<file path="src/rtl/segchk_pkg.sv">
package segchk_pkg;
  typedef enum logic [1:0] {
    KIND_FETCH = 2'd0,
    KIND_READ  = 2'd1,
    KIND_WRITE = 2'd2,
    KIND_RSVD  = 2'd3
  } acc_kind_e;

  typedef enum logic [2:0] {
    VIOL_NONE   = 3'd0,
    VIOL_ABSENT = 3'd1,
    VIOL_SYSTEM = 3'd2,
    VIOL_TYPE   = 3'd3,
    VIOL_PRIV   = 3'd4
  } viol_e;

  localparam int TYPE_W = 4;
endpackage

</file>
<file path="src/rtl/segchk_type_rules.sv">
module segchk_type_rules
  import segchk_pkg::*;
(
  input  logic       is_code_i,
  input  logic       opt_bit_i,
  input  logic [1:0] kind_i,
  output logic       type_ok_o
);
  // bit 1 means "writable" for data and "readable" for code
  always_comb begin
    case (acc_kind_e'(kind_i))
      KIND_FETCH: type_ok_o = is_code_i;
      KIND_READ:  type_ok_o = !is_code_i || opt_bit_i;
      KIND_WRITE: type_ok_o = !is_code_i && opt_bit_i;
      default:    type_ok_o = 1'b0;
    endcase
  end
endmodule

</file>
<file path="src/rtl/segchk_priv_rules.sv">
module segchk_priv_rules #(
  parameter int PRIV_W = 2
) (
  input  logic              is_code_i,
  input  logic              conforming_i,
  input  logic [PRIV_W-1:0] cpl_i,
  input  logic [PRIV_W-1:0] rpl_i,
  input  logic [PRIV_W-1:0] dpl_i,
  output logic              priv_ok_o
);
  logic [PRIV_W-1:0] eff_lvl;

  always_comb begin
    eff_lvl = (cpl_i > rpl_i) ? cpl_i : rpl_i;
    if (!is_code_i)
      priv_ok_o = (eff_lvl <= dpl_i);
    else if (conforming_i)
      priv_ok_o = (cpl_i >= dpl_i);
    else
      priv_ok_o = (cpl_i == dpl_i);
  end
endmodule

</file>
<file path="src/rtl/seg_access_check.sv">
module seg_access_check
  import segchk_pkg::*;
#(
  parameter int PRIV_W = 2
) (
  input  logic              clk,
  input  logic              rst,
  input  logic [PRIV_W+5:0] attr_i,
  input  logic [PRIV_W-1:0] cpl_i,
  input  logic [PRIV_W-1:0] rpl_i,
  input  logic [1:0]        kind_i,
  output logic              allow_o,
  output logic [2:0]        violation_o
);
  localparam int CD_POS   = TYPE_W;          // code/data descriptor flag
  localparam int DPL_LO   = CD_POS + 1;
  localparam int PRES_POS = DPL_LO + PRIV_W;
  localparam int EXEC_POS = TYPE_W - 1;
  localparam int CONF_POS = TYPE_W - 2;
  localparam int OPT_POS  = TYPE_W - 3;

  logic              present, code_data, is_code;
  logic [PRIV_W-1:0] dpl;
  logic              type_ok, priv_ok;
  viol_e             viol_d;

  assign present   = attr_i[PRES_POS];
  assign code_data = attr_i[CD_POS];
  assign is_code   = attr_i[EXEC_POS];
  assign dpl       = attr_i[DPL_LO +: PRIV_W];

  segchk_type_rules u_type (
    .is_code_i (is_code),
    .opt_bit_i (attr_i[OPT_POS]),
    .kind_i    (kind_i),
    .type_ok_o (type_ok)
  );

  segchk_priv_rules #(.PRIV_W(PRIV_W)) u_priv (
    .is_code_i    (is_code),
    .conforming_i (attr_i[CONF_POS]),
    .cpl_i        (cpl_i),
    .rpl_i        (rpl_i),
    .dpl_i        (dpl),
    .priv_ok_o    (priv_ok)
  );

  always_comb begin
    if (!present)        viol_d = VIOL_ABSENT;
    else if (!code_data) viol_d = VIOL_SYSTEM;
    else if (!type_ok)   viol_d = VIOL_TYPE;
    else if (!priv_ok)   viol_d = VIOL_PRIV;
    else                 viol_d = VIOL_NONE;
  end

  always_ff @(posedge clk) begin
    if (rst) begin
      allow_o     <= 1'b0;
      violation_o <= VIOL_NONE;
    end else begin
      allow_o     <= (viol_d == VIOL_NONE);
      violation_o <= viol_d;
    end
  end
endmodule

</file>
<file path="config.mk">
export PLATFORM = sky130hd
export DESIGN_NAME = seg_access_check
export DESIGN_NICKNAME = d
export VERILOG_FILES = /design/src/rtl/segchk_pkg.sv /design/src/rtl/segchk_type_rules.sv /design/src/rtl/segchk_priv_rules.sv /design/src/rtl/seg_access_check.sv
export SDC_FILE = /design/constraint.sdc
export NUM_CORES = 1
export LEC_CHECK = 0
export BUFFER_PORTS_ARGS = -buffer_cell sky130_fd_sc_hd__buf_2
export CAP_MARGIN = 10
export CELL_PAD_IN_SITES_DETAIL_PLACEMENT = 1
export CELL_PAD_IN_SITES_GLOBAL_PLACEMENT = 2
export CORE_MARGIN = 4
export CORE_UTILIZATION = 22
export DETAILED_ROUTE_END_ITERATION = 10
export GPL_ROUTABILITY_DRIVEN = 0
export PLACE_DENSITY = 0.72
export SLEW_MARGIN = 20
export SYNTH_ARGS = -nofsm -noshare
export SYNTH_HDL_FRONTEND = slang
export SYNTH_SLANG_ARGS = --single-unit
</file>
<file path="constraint.sdc">
create_clock -name clk -period 2.4 [get_ports clk]
set_input_delay 0.36 -clock clk [delete_from_list [all_inputs] [get_ports clk]]
set_output_delay 0.36 -clock clk [all_outputs]
set_load 0.005 [all_outputs]
</file>
==> results of run 1 <==
sequential cells by signal (all words and copies together), names as in the netlist:
signal and flops:
violation_o 3, allow_o 1
cells by family after synthesis:
logic type               after synthesis  synth area share, %
multiplexers                           1                 2.84
AND/OR/NAND/NOR                       11                 23.4
buffers and inverters                  7                 7.45
AO/OA/AOI/OAI                          8                 18.8
adder cells (fa/ha/maj)                7                 24.8
flip-flops                             4                 22.7
layout make-up:
| cell class | count | area (um^2) | area share [%] |
|---|---|---|---|
| clock buffer | 3 | 22.5 | 4.64 |
| inverter | 7 | 26.3 | 5.41 |
| timing repair buffer | 18 | 90.1 | 18.6 |
| sequential | 4 | 80.1 | 16.5 |
| tap | 16 | 20.0 | 4.12 |
| multi-input combinational | 27 | 246 | 50.8 |
layer usage:
metal | vias up | global-route usage, % | share of wire (%)
met5 | - | 0 | 0
met4 | 0 | 4.84 | 0
met3 | 0 | 0 | 6.2
met2 | 7 | 9.50 | 48
met1 | 143 | 8.35 | 46
li1 | 175 | - | -
per-stage QoR:
step | total power (uW) | hold WS [ps] | std cells
6_report | 212 | 348 | 75
2_1_floorplan | 108 | 452 | 38
3_5_place_dp | 132 | 591 | 72
3_3_place_gp | 132 | 580 | 72
5_1_grt | 228 | 358 | 75
4_1_cts | 220 | 343 | 75
worst max-delay path: cells and delay by family:
kind / cells / cell delay (ps)
AOI/OAI and AO/OA: 3 / 580
adders and majority gates: 2 / 460
muxes: 1 / 210
buffers and inverters: 3 / 200
and+or+nand+nor: 1 / 150
synthesized netlist by cell type, types with 2 or more instances:
library cell / n / area [um^2]
a21oi_1: 2 / 10.0
nor2_1: 2 / 7.51
dfxtp_1: 4 / 80.1
o22ai_1: 2 / 12.5
inv_1: 7 / 26.3
nand2b_1: 2 / 12.5
ha_1: 7 / 87.6
final timing paths:
path / startpoint / depth (start not counted) / slack [ps] / endpoint
min: attr_i[4] / 2 / 350 / violation_o[1]
max: cpl_i[1] / 10 / 560 / violation_o[2]
power by group through the flow:
stage | logic (uW) | clock network, uW | registers (uW)
floorplan | 35.5 | 0 | 72.2
global placement | 60.2 | 0 | 71.5
detailed placement | 60.7 | 0 | 71.6
CTS | 61.1 | 88.2 | 70.6
global route | 69.5 | 87.7 | 70.8
finish | 59.4 | 82.6 | 70.5
==> results.yml, run 1 <==
run_status:
  status: "completed"
final_layout:
  nets: 84
  stdcell_area_um2: 485
  fin_util_pct: 32.2
  area_delta_synth_final_pct: 37.6
  final_common_cell: "buf_2"
  final_cell_mix: "buf_2 (18), inv_1 (7), ha_1 (7), dfxtp_1 (4), clkbuf_4 (3)"
  final.fill_count: 192
  antenna-diode-count: 0
  drive_gt1_share_pct: 44.1
timing:
  hold_viol: 0
  tns_ps: 0
  rsz0062_at_grt: "no"
  setup_violations: 0
  tightest_slew_ps: 233
  fmax_mhz: 542
  finalCritPeriodShare_pct: 76.8
  slew_violations: 0
  slew-limit-headroom_pct: 84.5
  layout_setup_ws_ps: 556
  min_period_ps: 1840
floorplan:
  die_h_um: 48.0
  die_w_um: 48.0
  die_area_um2: 2310
  initial_core_util_pct: 23.4
  pin_count: 20
  row_count: 14
  fp.coreArea_um2: 1510
pwr:
  peakVddDrop_v: 0.000101
  comb_power_share_pct: 27.9
  intPower_uw: 157
  power.share.sequential_pct: 33.2
  p_clk_share_pct: 38.9
  p_sw_uw: 55.3
  p_sw_share_pct: 26.0
  leakage_uw: 0.000259
  power.density_nw_per_um2: 438
clock_tree:
  cts_setup_buffers: 0
  cts_root_buf: "clkbuf_4"
  clockBufferDepth: 2
  cts_tree: "built"
  cts_sinks: 4
  numCtsBuffers: 3
  cts-hold-fix-buffers: 0
  htree_levels: 1
  ctsResizeCount: 0
  clk_pin_slew_ps: 40
synth:
  ys_seq_elements: 4
  synth_cells: 38
  synth_edf_count: 0
  synth-main-ff-cell: "dfxtp_1"
  netlist_area_um2: 353
  seq_area_frac_synth_pct: 22.7
  syn-num-nets: 61
  async_flop_share_pct: 0
  yosys_warnings: 0
  syn_area_per_cell_um2: 9.29
  yosysUniqueCellTypes: 19
placement:
  place_area_um2: 463
  dpl.hpwl_um: 650
  port_buffers: 18
  preCtsSetupSlack_ps: 304
critical_path:
  crit_slowest_cell: "ha_1"
  critical_path_class: "in -> reg"
  worstPathArrival_ps: 1960
  worstPathRequired_ps: 2520
  critPathCaptureType: "flip-flop"
  crit_chain: "buf_2 -> inv_1 -> ha_1 -> o22ai_1 -> mux2i_1 -> ha_1 -> inv_1 -> a21o_1 -> a32o_1 -> nor3b_2"
  crit_fanout: 3
  worst_setup_path_start_kind: "input port"
  cpPeakStageDelay_ps: 300
global_route:
  grt_max_degree: 6
  grt_pass1_vias: 278
  grt_pass1_wl_mm: 1.01
  grt-ovfl-total: 0
  track_usage_pct: 6.26
  antenna_found_initial: 0
route:
  vias: 325
  avgRoutedWirePerCell_um: 9.52
  remaining_drc_errors: 0
  via_per_inst: 4.33
  drtIter0Drc: 0
  drt-total-wl_um: 714
  first_pass_iters: 1
  ant_nets: 0
min_path:
  hp-class: "in -> reg"
job:
  drv_cap: 0
Power figures use the tool's default switching activity.
==> run 2, diff against run 1 <==
ABC_AREA = 1   (was default)
CORE_UTILIZATION = 17   (was 22)
PLACE_DENSITY = 0.66   (was 0.72)
clock period = 1.65 ns   (was 2.4 ns; I/O delays follow)
==> results.yml, run 2 <==
route:
  vias: 406
  ant_nets: 0
  avgRoutedWirePerCell_um: 7.80
  remaining_drc_errors: 0
  drt-total-wl_um: 835
  via_per_inst: 3.79
  first_pass_iters: 2
  drtIter0Drc: 3
clock_tree:
  cts_setup_buffers: 0
  clockBufferDepth: 2
  htree_levels: 1
  cts-hold-fix-buffers: 0
  ctsResizeCount: 0
  cts_root_buf: "clkbuf_4"
  clk_pin_slew_ps: 40
  cts_sinks: 4
  numCtsBuffers: 3
  cts_tree: "built"
global_route:
  grt_pass1_vias: 381
  antenna_found_initial: 0
  grt_max_degree: 6
  grt_pass1_wl_mm: 1.35
  grt-ovfl-total: 0
  track_usage_pct: 6.35
floorplan:
  fp.coreArea_um2: 1980
  die_w_um: 53.8
  die_h_um: 53.8
  initial_core_util_pct: 18.0
  pin_count: 20
  die_area_um2: 2890
  row_count: 16
timing:
  tns_ps: 0
  setup_violations: 0
  slew-limit-headroom_pct: 89.2
  min_period_ps: 1500
  finalCritPeriodShare_pct: 91.2
  tightest_slew_ps: 160
  slew_violations: 0
  hold_viol: 0
  layout_setup_ws_ps: 146
  fmax_mhz: 665
  hold_slack_ps: 194
pwr:
  leakage_uw: 0.000335
  power.density_nw_per_um2: 587
  total_power_uw: 328
  peakVddDrop_v: 0.000201
run_status:
  status: "completed"
final_layout:
  final_cell_mix: "buf_2 (18), inv_1 (13), nand2_1 (11), nor2_1 (6), ha_1 (6)"
  final_common_cell: "buf_2"
  multi_input_area_um2: 245
  antenna-diode-count: 0
  largest_reg_flops: 3
  drive_gt1_share_pct: 40.0
  final.fill_count: 253
  seqCellArea_um2: 80.1
  fin_util_pct: 28.2
  area_delta_synth_final_pct: 56.5
  top_regs: "violation_o x3, allow_o x1"
  largest_register: "violation_o"
  nets: 105
placement:
  preCtsSetupSlack_ps: -191
  dpl.hpwl_um: 753
  port_buffers: 18
synth:
  yosysUniqueCellTypes: 14
  synth_top_area_share_pct: 24.6
  synth_common_cells: "inv_1 (14), nand2_1 (11), ha_1 (7), nor2_1 (7)"
  synth_edf_count: 0
  synth_area_leader_cell: "ha_1"
  ys_seq_elements: 4
  synth-main-ff-cell: "dfxtp_1"
  seq_area_frac_synth_pct: 22.5
  yosys_warnings: 0
  syn_area_per_cell_um2: 6.48
  synthMostInstantiatedCell: "inv_1"
  syn-num-nets: 78
  synth.area.top_cells: "ha_1 (25%), dfxtp_1 (22%), inv_1 (15%)"
  netlist_area_um2: 357
  synth_cells: 55
  async_flop_share_pct: 0
min_path:
  hp-class: "in -> reg"
critical_path:
  critical_path_class: "in -> reg"
  worstPathRequired_ps: 1820
  worstPathArrival_ps: 1670
  critPathCaptureType: "flip-flop"
  crit_fanout: 2
  worst_setup_path_start_kind: "input port"
job:
  drv_cap: 0
## run 2: cell types whose count changed in the layout (fill, tap and decap cells not counted), moves of 2 or more
cell	delta
nand2_1	+10
inv_1	+6
buf_4	+4
nor2_1	+4
nand2b_1	-2
nor2_2	+2
o22ai_1	-2
## run 2: kinds of logic after synthesis
logic type                 count (synthesis)  share of synthesized area (%)
buffers and inverters                     15                           15.8
AOI/OAI and AO/OA                          8                           12.3
adders and majority gates                  7                           24.6
DFF                                        4                           22.5
and+or+nand+nor                           21                           24.9
## run 2: cell type report
type,instances,share of cell area [%]
timing repair buffer,22,21.5
inverter,15,10.1
tap,27,6.05
clock buffer,3,4.04
multi-input combinational,36,43.9
sequential,4,14.3
## run 2: worst max-delay path, cell delays in order
cell,delay [ps]
buf_2,90
inv_1,100
ha_4,220
o22ai_2,170
nor2_1,60
a21oi_1,120
ha_1,250
a21oi_2,110
o21ai_0,90
nand2_1,90
inv_1,40
nor2_1,80
## run 2: power by group
part           leakage, uW  internal [uW]  switching [uW]
Sequential       0.0000329            102           0.732
Clock            0.0000138           81.1            36.4
Combinational     0.000289           53.4            54.5
## run 2: metrics by stage
step | area, um^2 | instances
after global routing | 558 | 107
after global placement | 510 | 104
final | 558 | 107
after detailed placement | 510 | 104
after CTS | 533 | 107
after floorplan | 357 | 55
## run 2: final timing paths
path,from,endpoint,cells past startpoint
setup / recovery,rpl_i[1],violation_o[2],12
hold / removal,rst,violation_o[0],2
## run 2: per-layer routing
layer	wire (um)	GRT usage [%]	vias up
li1	-	-	217
met1	366	7.40	182
met2	435	10.3	7
met3	34	0	0
met4	0	6.38	0
met5	0	0	-
==> run 3, diff against run 2 <==
CORE_ASPECT_RATIO = 0.8   (was default)
==> results.yml, run 3 (same netlist as run 2, synthesis figures left out) <==
route:
  via_per_inst: 3.88
  drt-total-wl_um: 931
  avgRoutedWirePerCell_um: 8.87
  drtIter0Drc: 1
  first_pass_iters: 3
  ant_nets: 0
  remaining_drc_errors: 0
  vias: 407
timing:
  hold_slack_ps: 194
  hold_viol: 0
  finalCritPeriodShare_pct: 93.9
  slew-limit-headroom_pct: 88.3
  slew_violations: 0
  fmax_mhz: 645
  setup_violations: 0
  tightest_slew_ps: 176
  tns_ps: 0
  min_period_ps: 1550
critical_path:
  crit_fanout: 2
  critPathMostFrequentCell: "a21oi_2"
  worstPathRequired_ps: 1820
  crit_slowest_cell: "ha_1"
  path_delay_family: "adder cells"
  cp_num_buf_inv: 3
  worstPathArrival_ps: 1710
  critical_path_class: "in -> reg"
  critPathCaptureType: "flip-flop"
  crit_chain: "buf_6 -> inv_2 -> ha_4 -> nor2_4 -> o22ai_2 -> nor2_1 -> a21oi_2 -> ha_1 -> a21oi_2 -> o21ai_1 -> nand2_1 -> inv_1 -> nor2_2"
  worst_setup_path_start_kind: "input port"
  cpPeakStageDelay_ps: 310
global_route:
  grt-ovfl-total: 0
  grt_max_degree: 6
  grt_pass1_vias: 412
  track_usage_pct: 6.53
  grt_pass1_wl_mm: 1.47
  antenna_found_initial: 0
final_layout:
  nets: 106
  drive_gt1_share_pct: 48.1
  final.fill_count: 250
  final_common_cell: "buf_2"
  largest_reg_flops: 3
  top_regs: "violation_o x3, allow_o x1"
  largest_register: "violation_o"
  area_delta_synth_final_pct: 66.0
  final_cell_mix: "buf_2 (17), nand2_1 (11), inv_1 (10)"
  antenna-diode-count: 0
floorplan:
  die_h_um: 49.0
  die_area_um2: 2900
  pin_count: 20
  row_count: 14
  die_w_um: 59.2
  fp.coreArea_um2: 1940
  initial_core_util_pct: 18.3
clock_tree:
  clk_pin_slew_ps: 40
  cts_root_buf: "clkbuf_4"
  clockBufferDepth: 2
  numCtsBuffers: 3
  cts-hold-fix-buffers: 0
  htree_levels: 1
  cts_tree: "built"
  cts_sinks: 4
pwr:
  total_power_uw: 344
  power.density_nw_per_um2: 581
  leakage_uw: 0.000339
  peakVddDrop_v: 0.000278
placement:
  dpl.hpwl_um: 792
  port_buffers: 18
job:
  drv_cap: 0
min_path:
  hp-class: "in -> reg"
run_status:
  status: "completed"
## run 3: where the power goes
| group | internal, uW | switching (uW) | leakage [uW] |
|---|---|---|---|
| clock | 81.0 | 35.1 | 0.0000138 |
| sequential | 102 | 0.854 | 0.0000329 |
| combinational | 63.1 | 62.0 | 0.000293 |
## run 3: per-stage QoR
step / util, % / worst slack (ps) / area, um^2 / instances
6_report: 30.4 / 100 / 592 / 105
5_1_grt: 30.4 / -6.83 / 592 / 105
4_1_cts: 27.5 / 8.77 / 536 / 104
3_5_place_dp: 26.1 / -261 / 507 / 101
3_3_place_gp: 26.1 / -211 / 507 / 101
2_1_floorplan: - / 77.1 / 357 / 55
## run 3: repair_timing
item | CTS | global route
setup endpoints to repair | 1 | 2
cloned | 0 | 0
buffers inserted | 0 | 1
gates resized for setup | 1 | 13
pin swaps | 1 | 9
## run 3: path summary, 6_finish.rpt
kind,slack (ps),depth (start not counted),to,start
max,100,13,violation_o[2],rpl_i[1]
min,190,2,violation_o[0],rst
## run 3: cell type report
type | instances | area (um^2) | area share, %
repair buffers | 23 | 134 | 22.6
multi-input cells | 36 | 269 | 45.5
clock buffers | 3 | 22.5 | 3.81
well taps | 24 | 30.0 | 5.07
flip-flops and latches | 4 | 80.1 | 13.5
inverters | 15 | 56.3 | 9.51
## run 3: metal layers
layer  up-vias  share of wire (%)  global-route usage [%]  routed length, um
met4         0                1.4                    5.66                 13
li1        220                  -                       -                  -
met3         2                4.7                    1.06                 44
met1       176                 44                    7.18                410
met5         -                  0                       0                  0
met2         9                 50                    10.5                462
